[src/rtl/fsid_pkg.sv]
package fsid_pkg;
    localparam int BYTE_W   = 8;
    localparam int CNT_W    = 2;
    localparam int ID_LEN   = 3;
    localparam int RIDX_W   = $clog2(ID_LEN + 1);

    localparam logic [BYTE_W-1:0] OP_RDSR   = 8'h05;
    localparam logic [BYTE_W-1:0] OP_WRSR2  = 8'h31;
    localparam logic [BYTE_W-1:0] OP_SRST   = 8'hF0;
    localparam logic [BYTE_W-1:0] OP_RDID   = 8'h9F;
    localparam logic [BYTE_W-1:0] OP_DPD    = 8'hB9;
    localparam logic [BYTE_W-1:0] OP_WAKE   = 8'hAB;
    localparam logic [BYTE_W-1:0] SRST_CONF = 8'hD0;

    typedef struct packed {
        logic [BYTE_W-1:0] op;
        logic [BYTE_W-1:0] arg;
        logic [CNT_W-1:0]  cnt;
    } frame_t;

    typedef enum logic [1:0] {RD_NONE, RD_STAT, RD_ID} rd_mode_e;

    function automatic logic [BYTE_W-1:0] id_byte(input logic [RIDX_W-1:0] idx);
        case (idx)
            0:       return 8'h1F;
            1:       return 8'h47;
            2:       return 8'h01;
            default: return 8'h00;
        endcase
    endfunction

    function automatic logic [BYTE_W-1:0] stat_b1(input logic busy, input logic wel,
                                                  input logic epe, input logic sprl);
        return {sprl, 1'b0, epe, 3'b000, wel, busy};
    endfunction

    function automatic logic [BYTE_W-1:0] stat_b2(input logic busy, input logic rste,
                                                  input logic sle);
        return {3'b000, rste, sle, 2'b00, busy};
    endfunction
endpackage

[src/rtl/fsid_frame.sv]
module fsid_frame
    import fsid_pkg::*;
(
    input  logic              clk,
    input  logic              rst,
    input  logic              cs_sel,
    input  logic              rx_valid,
    input  logic [BYTE_W-1:0] rx_byte,
    output frame_t            frm,
    output logic              cs_end
);
    logic cs_q;

    always_ff @(posedge clk) begin
        if (rst) begin
            cs_q <= 1'b0;
            frm  <= '0;
        end else begin
            cs_q <= cs_sel;
            if (!cs_sel) begin
                frm.cnt <= '0;
            end else if (rx_valid) begin
                if (frm.cnt == 0) frm.op  <= rx_byte;
                if (frm.cnt == 1) frm.arg <= rx_byte;
                if (frm.cnt != {CNT_W{1'b1}}) frm.cnt <= frm.cnt + 1'b1;
            end
        end
    end

    assign cs_end = cs_q && !cs_sel;


    frame_clear_chk: assert property (@(posedge clk) disable iff (rst)
        !cs_sel |=> (frm.cnt == 0));
endmodule

[src/rtl/fsid_state.sv]
module fsid_state
    import fsid_pkg::*;
(
    input  logic              clk,
    input  logic              rst,
    input  logic              cs_sel,
    input  logic              cs_end,
    input  logic              bit_aligned,
    input  frame_t            frm,
    input  logic              rx_valid,
    input  logic [BYTE_W-1:0] rx_byte,
    input  logic              wel_in,
    input  logic              busy_in,
    input  logic              op_done,
    input  logic              op_fail,
    output logic              rste,
    output logic              sle,
    output logic              epe,
    output logic              dpd,
    output logic              soft_reset
);
    logic wr_hit, end_ok, rst_hit, dpd_set, dpd_clr;

    always_comb begin
        wr_hit  = cs_sel && rx_valid && (frm.cnt == 1) && (frm.op == OP_WRSR2)
                  && wel_in && !busy_in && !dpd;
        end_ok  = cs_end && bit_aligned && (frm.cnt != 0);
        rst_hit = end_ok && !dpd && rste && (frm.op == OP_SRST)
                  && (frm.cnt == 2) && (frm.arg == SRST_CONF);
        dpd_set = end_ok && !dpd && (frm.op == OP_DPD) && (frm.cnt == 1) && !busy_in;
        dpd_clr = end_ok && dpd && (frm.op == OP_WAKE);
    end

    always_ff @(posedge clk) begin
        if (rst) begin
            rste       <= 1'b0;
            sle        <= 1'b0;
            epe        <= 1'b0;
            dpd        <= 1'b0;
            soft_reset <= 1'b0;
        end else begin
            if (wr_hit) begin
                rste <= rx_byte[4];
                sle  <= rx_byte[3];
            end
            if (op_done) epe <= op_fail;
            if (dpd_set)      dpd <= 1'b1;
            else if (dpd_clr) dpd <= 1'b0;
            soft_reset <= rst_hit;
        end
    end


    wr_gate_chk: assert property (@(posedge clk) disable iff (rst)
        !$stable({rste, sle}) |-> $past(wel_in && !busy_in && !dpd));

    pulse_width_chk: assert property (@(posedge clk) disable iff (rst)
        soft_reset |=> !soft_reset);

    reset_enable_chk: assert property (@(posedge clk) disable iff (rst)
        soft_reset |-> rste);

    epe_capture_chk: assert property (@(posedge clk) disable iff (rst)
        op_done |=> (epe == $past(op_fail)));

    dpd_idle_chk: assert property (@(posedge clk) disable iff (rst)
        $rose(dpd) |-> $past(!busy_in));
endmodule

[src/rtl/fsid_txmux.sv]
module fsid_txmux
    import fsid_pkg::*;
(
    input  logic              clk,
    input  logic              rst,
    input  logic              cs_sel,
    input  logic [BYTE_W-1:0] op,
    input  logic [CNT_W-1:0]  cnt,
    input  logic              dpd,
    input  logic              tx_next,
    input  logic              busy_in,
    input  logic              wel_in,
    input  logic              sprl_in,
    input  logic              epe,
    input  logic              rste,
    input  logic              sle,
    output logic [BYTE_W-1:0] tx_byte,
    output logic              tx_valid
);
    rd_mode_e          mode;
    logic [RIDX_W-1:0] ridx;

    always_comb begin
        mode = RD_NONE;
        if (cs_sel && (cnt != 0) && !dpd) begin
            if (op == OP_RDSR)      mode = RD_STAT;
            else if (op == OP_RDID) mode = RD_ID;
        end
        tx_valid = (mode != RD_NONE);
        case (mode)
            RD_STAT: tx_byte = ridx[0] ? stat_b2(busy_in, rste, sle)
                                       : stat_b1(busy_in, wel_in, epe, sprl_in);
            RD_ID:   tx_byte = id_byte(ridx);
            default: tx_byte = '0;
        endcase
    end

    always_ff @(posedge clk) begin
        if (rst || !cs_sel) begin
            ridx <= '0;
        end else if (tx_next && tx_valid) begin
            if (mode == RD_STAT)           ridx <= {{(RIDX_W-1){1'b0}}, ~ridx[0]};
            else if (ridx != RIDX_W'(ID_LEN)) ridx <= ridx + 1'b1;
        end
    end


    dpd_silent_chk: assert property (@(posedge clk) disable iff (rst)
        dpd |-> !tx_valid);

    id_tail_chk: assert property (@(posedge clk) disable iff (rst)
        (mode == RD_ID && ridx == RIDX_W'(ID_LEN)) |-> (tx_byte == 8'h00));
endmodule

[src/rtl/flash_stat_id.sv]
module flash_stat_id
    import fsid_pkg::*;
(
    input  logic              clk,
    input  logic              rst,
    input  logic              cs_sel,
    input  logic              bit_aligned,
    input  logic              rx_valid,
    input  logic [BYTE_W-1:0] rx_byte,
    input  logic              tx_next,
    input  logic              wel_in,
    input  logic              sprl_in,
    input  logic              busy_in,
    input  logic              op_done,
    input  logic              op_fail,
    output logic [BYTE_W-1:0] tx_byte,
    output logic              tx_valid,
    output logic              soft_reset,
    output logic              deep_pd
);
    frame_t frm;
    logic   cs_end, rste, sle, epe;

    fsid_frame u_frame (
        .clk(clk), .rst(rst), .cs_sel(cs_sel), .rx_valid(rx_valid),
        .rx_byte(rx_byte), .frm(frm), .cs_end(cs_end)
    );

    fsid_state u_state (
        .clk(clk), .rst(rst), .cs_sel(cs_sel), .cs_end(cs_end),
        .bit_aligned(bit_aligned), .frm(frm), .rx_valid(rx_valid),
        .rx_byte(rx_byte), .wel_in(wel_in), .busy_in(busy_in),
        .op_done(op_done), .op_fail(op_fail), .rste(rste), .sle(sle),
        .epe(epe), .dpd(deep_pd), .soft_reset(soft_reset)
    );

    fsid_txmux u_tx (
        .clk(clk), .rst(rst), .cs_sel(cs_sel), .op(frm.op), .cnt(frm.cnt),
        .dpd(deep_pd), .tx_next(tx_next), .busy_in(busy_in), .wel_in(wel_in),
        .sprl_in(sprl_in), .epe(epe), .rste(rste), .sle(sle),
        .tx_byte(tx_byte), .tx_valid(tx_valid)
    );
endmodule

[config.mk]
export PLATFORM = sky130hd
export DESIGN_NAME = flash_stat_id
export DESIGN_NICKNAME = d
export VERILOG_FILES = /design/src/rtl/fsid_pkg.sv /design/src/rtl/fsid_frame.sv /design/src/rtl/fsid_state.sv /design/src/rtl/fsid_txmux.sv /design/src/rtl/flash_stat_id.sv
export SDC_FILE = /design/constraint.sdc
export NUM_CORES = 1
export LEC_CHECK = 0
export BUFFER_PORTS_ARGS = -buffer_cell sky130_fd_sc_hd__buf_2
export CAP_MARGIN = 15
export CORE_MARGIN = 4
export CORE_UTILIZATION = 48
export DETAILED_ROUTE_END_ITERATION = 16
export PLACE_DENSITY = 0.71
export SETUP_SLACK_MARGIN = 0.05
export SLEW_MARGIN = 20
export SYNTH_ARGS = -nofsm -noshare
export SYNTH_HDL_FRONTEND = slang
export SYNTH_SLANG_ARGS = --single-unit
[constraint.sdc]
create_clock -name clk -period 2.37 [get_ports clk]
set_input_delay 0.237 -clock clk [delete_from_list [all_inputs] [get_ports clk]]
set_output_delay 0.237 -clock clk [all_outputs]
set_load 0.005 [all_outputs]
Word level (Yosys, flattened, before mapping):

Index checks and enable logic that the tools add are counted.

* flip-flop bits (word level): 26
* bits of input ports: 19
* output and inout bits: 11
* logic and storage cells: 76

* add/sub/neg operators: 2
* equal/unequal tests: 15
* muxes and demuxes: 10
* bitwise logic cells: 2
* reductions and logical operators: 37

Operator list (number)
* $eq 8x8->1 const B: 5
* $logic_and 1x1->1: 22
* $pmux 7 s3: 1
* $pmux 8 s2: 1
* $mux 2: 5
* $eq 8x3->1 const B: 1
* $eq 8x6->1 const B: 1
* $mux 8: 1
* $reduce_bool 2->1: 4
* $eq 2x1->1 const B: 3
* $eq 2x2->1 const B: 3
* $reduce_and 3->1: 2
* $add 2x1->2 const B: 2
* $logic_not 2->1: 2
* $ne 2x2->1 const B: 2
* $reduce_and 2->1: 2
* $logic_not 1->1: 3
* $mux 1: 2
* $not 1->1: 2
* $reduce_or 2->1: 1
* $logic_or 1x1->1: 1

Depth between registers and ports, before layout:

* depth after elaboration: 9
* depth in mapped cells: 9
* mapped depth without buffers: 9

Hierarchy:

From an unflattened synthesis, not the netlist that was laid out.

* cells, all modules: 159
* area, all modules: 1365.1 µm²

Modules (own cells, without submodules)
* fsid_frame: instances 1, cells an instance 88, area an instance 735.7 µm², seq. area each 380.4 µm²
* fsid_txmux: instances 1, cells an instance 41, area an instance 325.3 µm², seq. area each 40.0 µm²
* fsid_state: instances 1, cells an instance 30, area an instance 304.0 µm², seq. area each 100.1 µm²

Least setup slack after synthesis:

OpenSTA, ideal clock, no wires.

* path kind: flip-flop to flip-flop
* from: reg u_frame.frm[0] (netlist name)
* to: reg u_tx.ridx[1]
* setup time: 0.070 ns
* arrival: 2.314 ns
* required time: 2.300 ns
* path slack: -0.014 ns
* stages on the path, launching flop included: 10
* path buffers: 0
* clock period less this slack: 2.384 ns
* path through: dfxtp_1 inv_1 ha_1 nor4b_2 nand2_1 or3_1 ha_1 nand2b_4 or4b_1 a21oi_1

* longest elaborated chain between the ends: 7
* elaborated cells between the ends (all ways): 10
* classes of those cells: eq/ne: 1; mux: 2; reduce/logical: 7

RTL lines
* $reduce_bool 2->1 *: RTL line fsid_txmux.sv:25 `if (cs_sel && (cnt != 0) && !dpd) begin`
* $logic_and 1x1->1 * (2 in series): RTL line fsid_txmux.sv:25
* $mux 2 *: RTL line fsid_txmux.sv:25
* $eq 2x1->1 or $reduce_bool 2->1 (tied branches): RTL line fsid_txmux.sv:42, fsid_txmux.sv:29
* $reduce_bool 2->1 (no line) or $logic_and 1x1->1 (tied branches)
* $reduce_and 2->1 (no line)
* to (signal assigned): RTL line fsid_txmux.sv:42 `if (mode == RD_STAT) ridx <= {{(RIDX_W-1){1'b0}}, ~ridx[0]};`
* to (signal assigned): RTL line fsid_txmux.sv:43 `else if (ridx != RIDX_W'(ID_LEN)) ridx <= ridx + 1'b1;`
* to (decl): RTL line fsid_txmux.sv:21 `logic [RIDX_W-1:0] ridx;`

Mark *: on every way between the ends. The rest lies on a longest branch, timed or not.
A chain may end at the register's enable or synchronous reset.

Worst setup path after layout:

* from: reg u_frame.frm[1] (netlist name)
* to: out tx_byte[1]

* longest elaborated chain between the ends: 6
* elaborated cells between the ends (all ways): 7
* classes of those cells: eq/ne: 2; mux: 2; reduce/logical: 3

RTL lines
* $reduce_bool 2->1 *: RTL line fsid_txmux.sv:25
* $logic_and 1x1->1 * (2 in series): RTL line fsid_txmux.sv:25
* $mux 2 *: RTL line fsid_txmux.sv:25
* $eq 2x2->1 or $eq 2x1->1 (tied branches)
* $pmux 8 s2 *: RTL line fsid_txmux.sv:30 `case (mode)`
* to (decl): RTL line flash_stat_id.sv:16 `output logic [BYTE_W-1:0] tx_byte,`

Marks and branches as above.

==> key figures <==
Outcome
  • Status: finished with violations
  • Failing checks: negative setup slack

Synthesis
  • Yosys warnings: 0
  • Mapped cell area: 0.001441 mm2
  • Syn_area_per_cell: roughly 9.1 um2
  • Synth async-reset ratio: 0
  • Synth unique cells: 40
  • Mapped Nets: 191
  • Synth Register Bits: 26
  • Post-synthesis sequential area ratio: 0.3611
  • Number of enable flip-flop cells after synthesis: 0
  • Synth Instances: 158
  • Top_reg_cell synth: dfxtp_1

Power
  • Leak Pwr: approximately 0.8 nW
  • Peak supply drop: 0.2965 mV
  • Tot Pwr: 0.7301 mW
  • Pwr dens: about 400 mW/mm2

STA
  • Worst-Margin Slew: 0.4142 ns
  • Slew Viols, Final: 0
  • RSZ-0062 raised after global routing: true
  • Max frequency: between 300 and 400 MHz
  • Final Setup Violations: 8
  • Post-route setup slack: -0.2374 ns
  • Min Clock Period, post-route: 2.607 ns
  • Fin Clk Skew: 0.008830 ns
  • Worst relative slew slack: 0.7239
  • Period Utilization, post-route: 1.100
  • Fin. Hold Viols: 0

Routing
  • Post-route DRC: 0
  • Starting DRC count in detailed routing: 72
  • Post-Route WL: 3.585 mm
  • Via count: ~1300
  • Via density: 5.649
  • Routed len/inst: 15.52 um
  • ANT nets after route: 0
  • DRT Pass-1 Iters: 4

Floorplanning
  • Initial core utilization: 0.5138
  • Die height: 62.80 um
  • Io pins: 30
  • Die X: 62.80 um
  • CORE AREA: 0.002805 mm2
  • Die ar.: slightly below 0.004 mm2
  • Cell Rows: 19

Placement
  • Detailed Place HPWL: 2.662 mm
  • Gpl congestion: roughly 0.82
  • Port bufs: 29
  • Placed inst area: 0.001689 mm2

Global routing
  • GRT overflow: 0
  • First-pass GRT wire length: ~5.7 mm
  • Vias in the first global route: 1293
  • Overall routing resource usage: 0.1768
  • Largest net degree at the start of global routing: 25
  • Initial antenna violation count: 0

Final layout
  • Share of layout cells above drive strength 1: 0.3400
  • Nets: 235
  • Finished Core Util: 0.6525
  • Area growth syn-to-layout: 27.00%
  • Diode count: 0
  • Fillers: 238
  • Post-route cell area: approximately 0.0018 mm2

Clock tree
  • CTS max path bufs: 2
  • Htree depth: 1
  • Clock slew at reported path FFs: around 0.14 ns
  • CTS tree: yes
  • Clk sinks: 26
  • Hold Buf Count CTS: 0
  • CTS root buffer: clkbuf_4
  • CTS Buf Count: 3
  • Clock network latency to the later pin of the worst-skew pair: 0.31 ns

Worst hold path
  • WHS Endpoint: u_state.epe
  • Hold path start: op_fail
  • Hold WC Path Type: primary input to flip-flop
  • Hold depth: 3

Critical path
  • FF-to-FF path depth: 9
  • Worst EP arrival: 2.37 ns
  • Worst setup path category: flip-flop to output pin
  • WP data required: 2.13 ns
  • CP endpoint kind: output pin
  • Max FO, Critical Path: 4
  • Crit start category: flip-flop
  • Reg2Reg Capture Point: u_tx.ridx[1]
  • R2r startpoint: u_frame.frm[1]
  • Worst R2R Setup Slack: 0.03 ns

Job
  • Max Cap Viol: 0
[registers in the layout (all words and copies together), names as in the netlist]
signal	cells
u_state.dpd	1
u_state.rste	1
u_frame.cs_q	1
u_tx.ridx	2
u_frame.frm	18
u_state.epe	1
u_state.soft_reset	1
u_state.sle	1
[Yosys cell counts, drive strengths merged (3+ instances only)]
master / n / area share
dfxtp: 26 / 0.36
nand2: 20 / 0.052
ha: 14 / 0.12
mux2i: 12 / 0.083
nor2: 12 / 0.031
a21oi: 10 / 0.035
nand2b: 7 / 0.036
inv: 6 / 0.016
nand3: 5 / 0.021
nor2b: 5 / 0.022
and3: 4 / 0.017
a21boi: 3 / 0.016
nand3b: 3 / 0.016
nor4b: 3 / 0.027
[logic make-up (layout without fill, tap and decap cells)]
group                    Yosys count  in the layout  share of synthesized area
buffers and inverters              9             51                    0.02690
AND/OR/NAND/NOR                   78             78                     0.3264
AO/OA/AOI/OAI                     18             18                    0.07466
flip-flops                        26             26                     0.3611
adder cells (fa/ha/maj)           14             14                     0.1215
multiplexers                      12             12                    0.08334
XOR/XNOR                           1              1                   0.006077
[critical path, stage by stage (launching register included)]
cell	delay, ns
dfxtp_2	0.36
inv_2	0.05
ha_4	0.16
nor4b_4	0.24
nand2_1	0.11
or3_4	0.37
ha_4	0.27
o211ai_1	0.08
nor2_1	0.08
a31o_2	0.22
buf_6	0.11
[cells in the final DEF, fill, tap and decap left out, types with 2 or more instances in the layout]
master | netlist | routed
o21ai_0 | 2 | 2
nor2b_1 | 5 | 4
a21oi_1 | 10 | 10
inv_2 | 0 | 2
nor2_1 | 12 | 12
inv_1 | 6 | 4
nand4b_1 | 2 | 2
buf_2 | 1 | 27
nand3b_1 | 3 | 3
nand2_1 | 20 | 19
clkbuf_4 | 0 | 3
mux2i_1 | 12 | 12
and3_1 | 4 | 3
ha_4 | 0 | 3
nor4_1 | 2 | 2
ha_1 | 14 | 10
nor3_1 | 2 | 2
nor3b_1 | 2 | 2
a21boi_2 | 0 | 3
nand2b_1 | 6 | 6
buf_4 | 1 | 12
dfxtp_2 | 0 | 2
buf_6 | 0 | 3
nand3_1 | 4 | 4
dfxtp_1 | 26 | 24
[worst max path at each step]
stage,start,to,slack (ns),depth (start not counted)
floorplan,u_frame.frm[0],u_tx.ridx[1],0.05,9
global route,u_frame.frm[1],tx_byte[1],-0.38,10
finish,u_frame.frm[1],tx_byte[1],-0.24,10
global placement,u_frame.frm[0],tx_byte[1],0.02,9
CTS,u_frame.frm[1],tx_byte[1],-0.22,9
detailed placement,u_frame.frm[0],tx_byte[1],-0.03,9
[metrics by stage]
stage | setup TNS (ns) | setup WS (ns) | hold WS, ns | cells
2_1_floorplan | 0 | 0.05337 | 0.3542 | 158
3_3_place_gp | 0 | 0.01773 | 0.4395 | 225
3_5_place_dp | -0.02655 | -0.02655 | 0.4458 | 225
4_1_cts | -1.244 | -0.2215 | 0.1513 | 229
5_1_grt | -2.437 | -0.3798 | 0.1524 | 231
6_report | -1.176 | -0.2374 | 0.1558 | 231
[cell type report]
type | instances | area [um2] | area share
clock buffer | 3 | 22.52 | 0.01230
timing repair buffer | 42 | 259.0 | 0.1415
tap | 31 | 38.79 | 0.02119
inverter | 6 | 22.52 | 0.01230
sequential | 26 | 523.0 | 0.2857
multi-input combinational | 123 | 964.7 | 0.5270
[layer usage]
layer	share of wire	GRT usage	up-vias
li1	-	-	638
met1	0.42	0.1901	619
met2	0.52	0.3369	41
met3	0.039	0.02878	7
met4	0.017	0.07438	0
met5	0	0	-
[power breakdown]
group | switching, mW | leakage [nW] | internal, mW
logic | 0.0441 | 0.571 | 0.0440
registers | 0.0114 | 0.212 | 0.449
clock network | 0.122 | 0.0138 | 0.0593
total | 0.178 | 0.797 | 0.553
[repair_timing]
action / in CTS / in global routing
buffers inserted: 1 / 2
setup endpoints to repair: 10 / 11
resized for setup: 14 / 9
pin swaps: 9 / 10
Power figures use the tool's default switching activity.
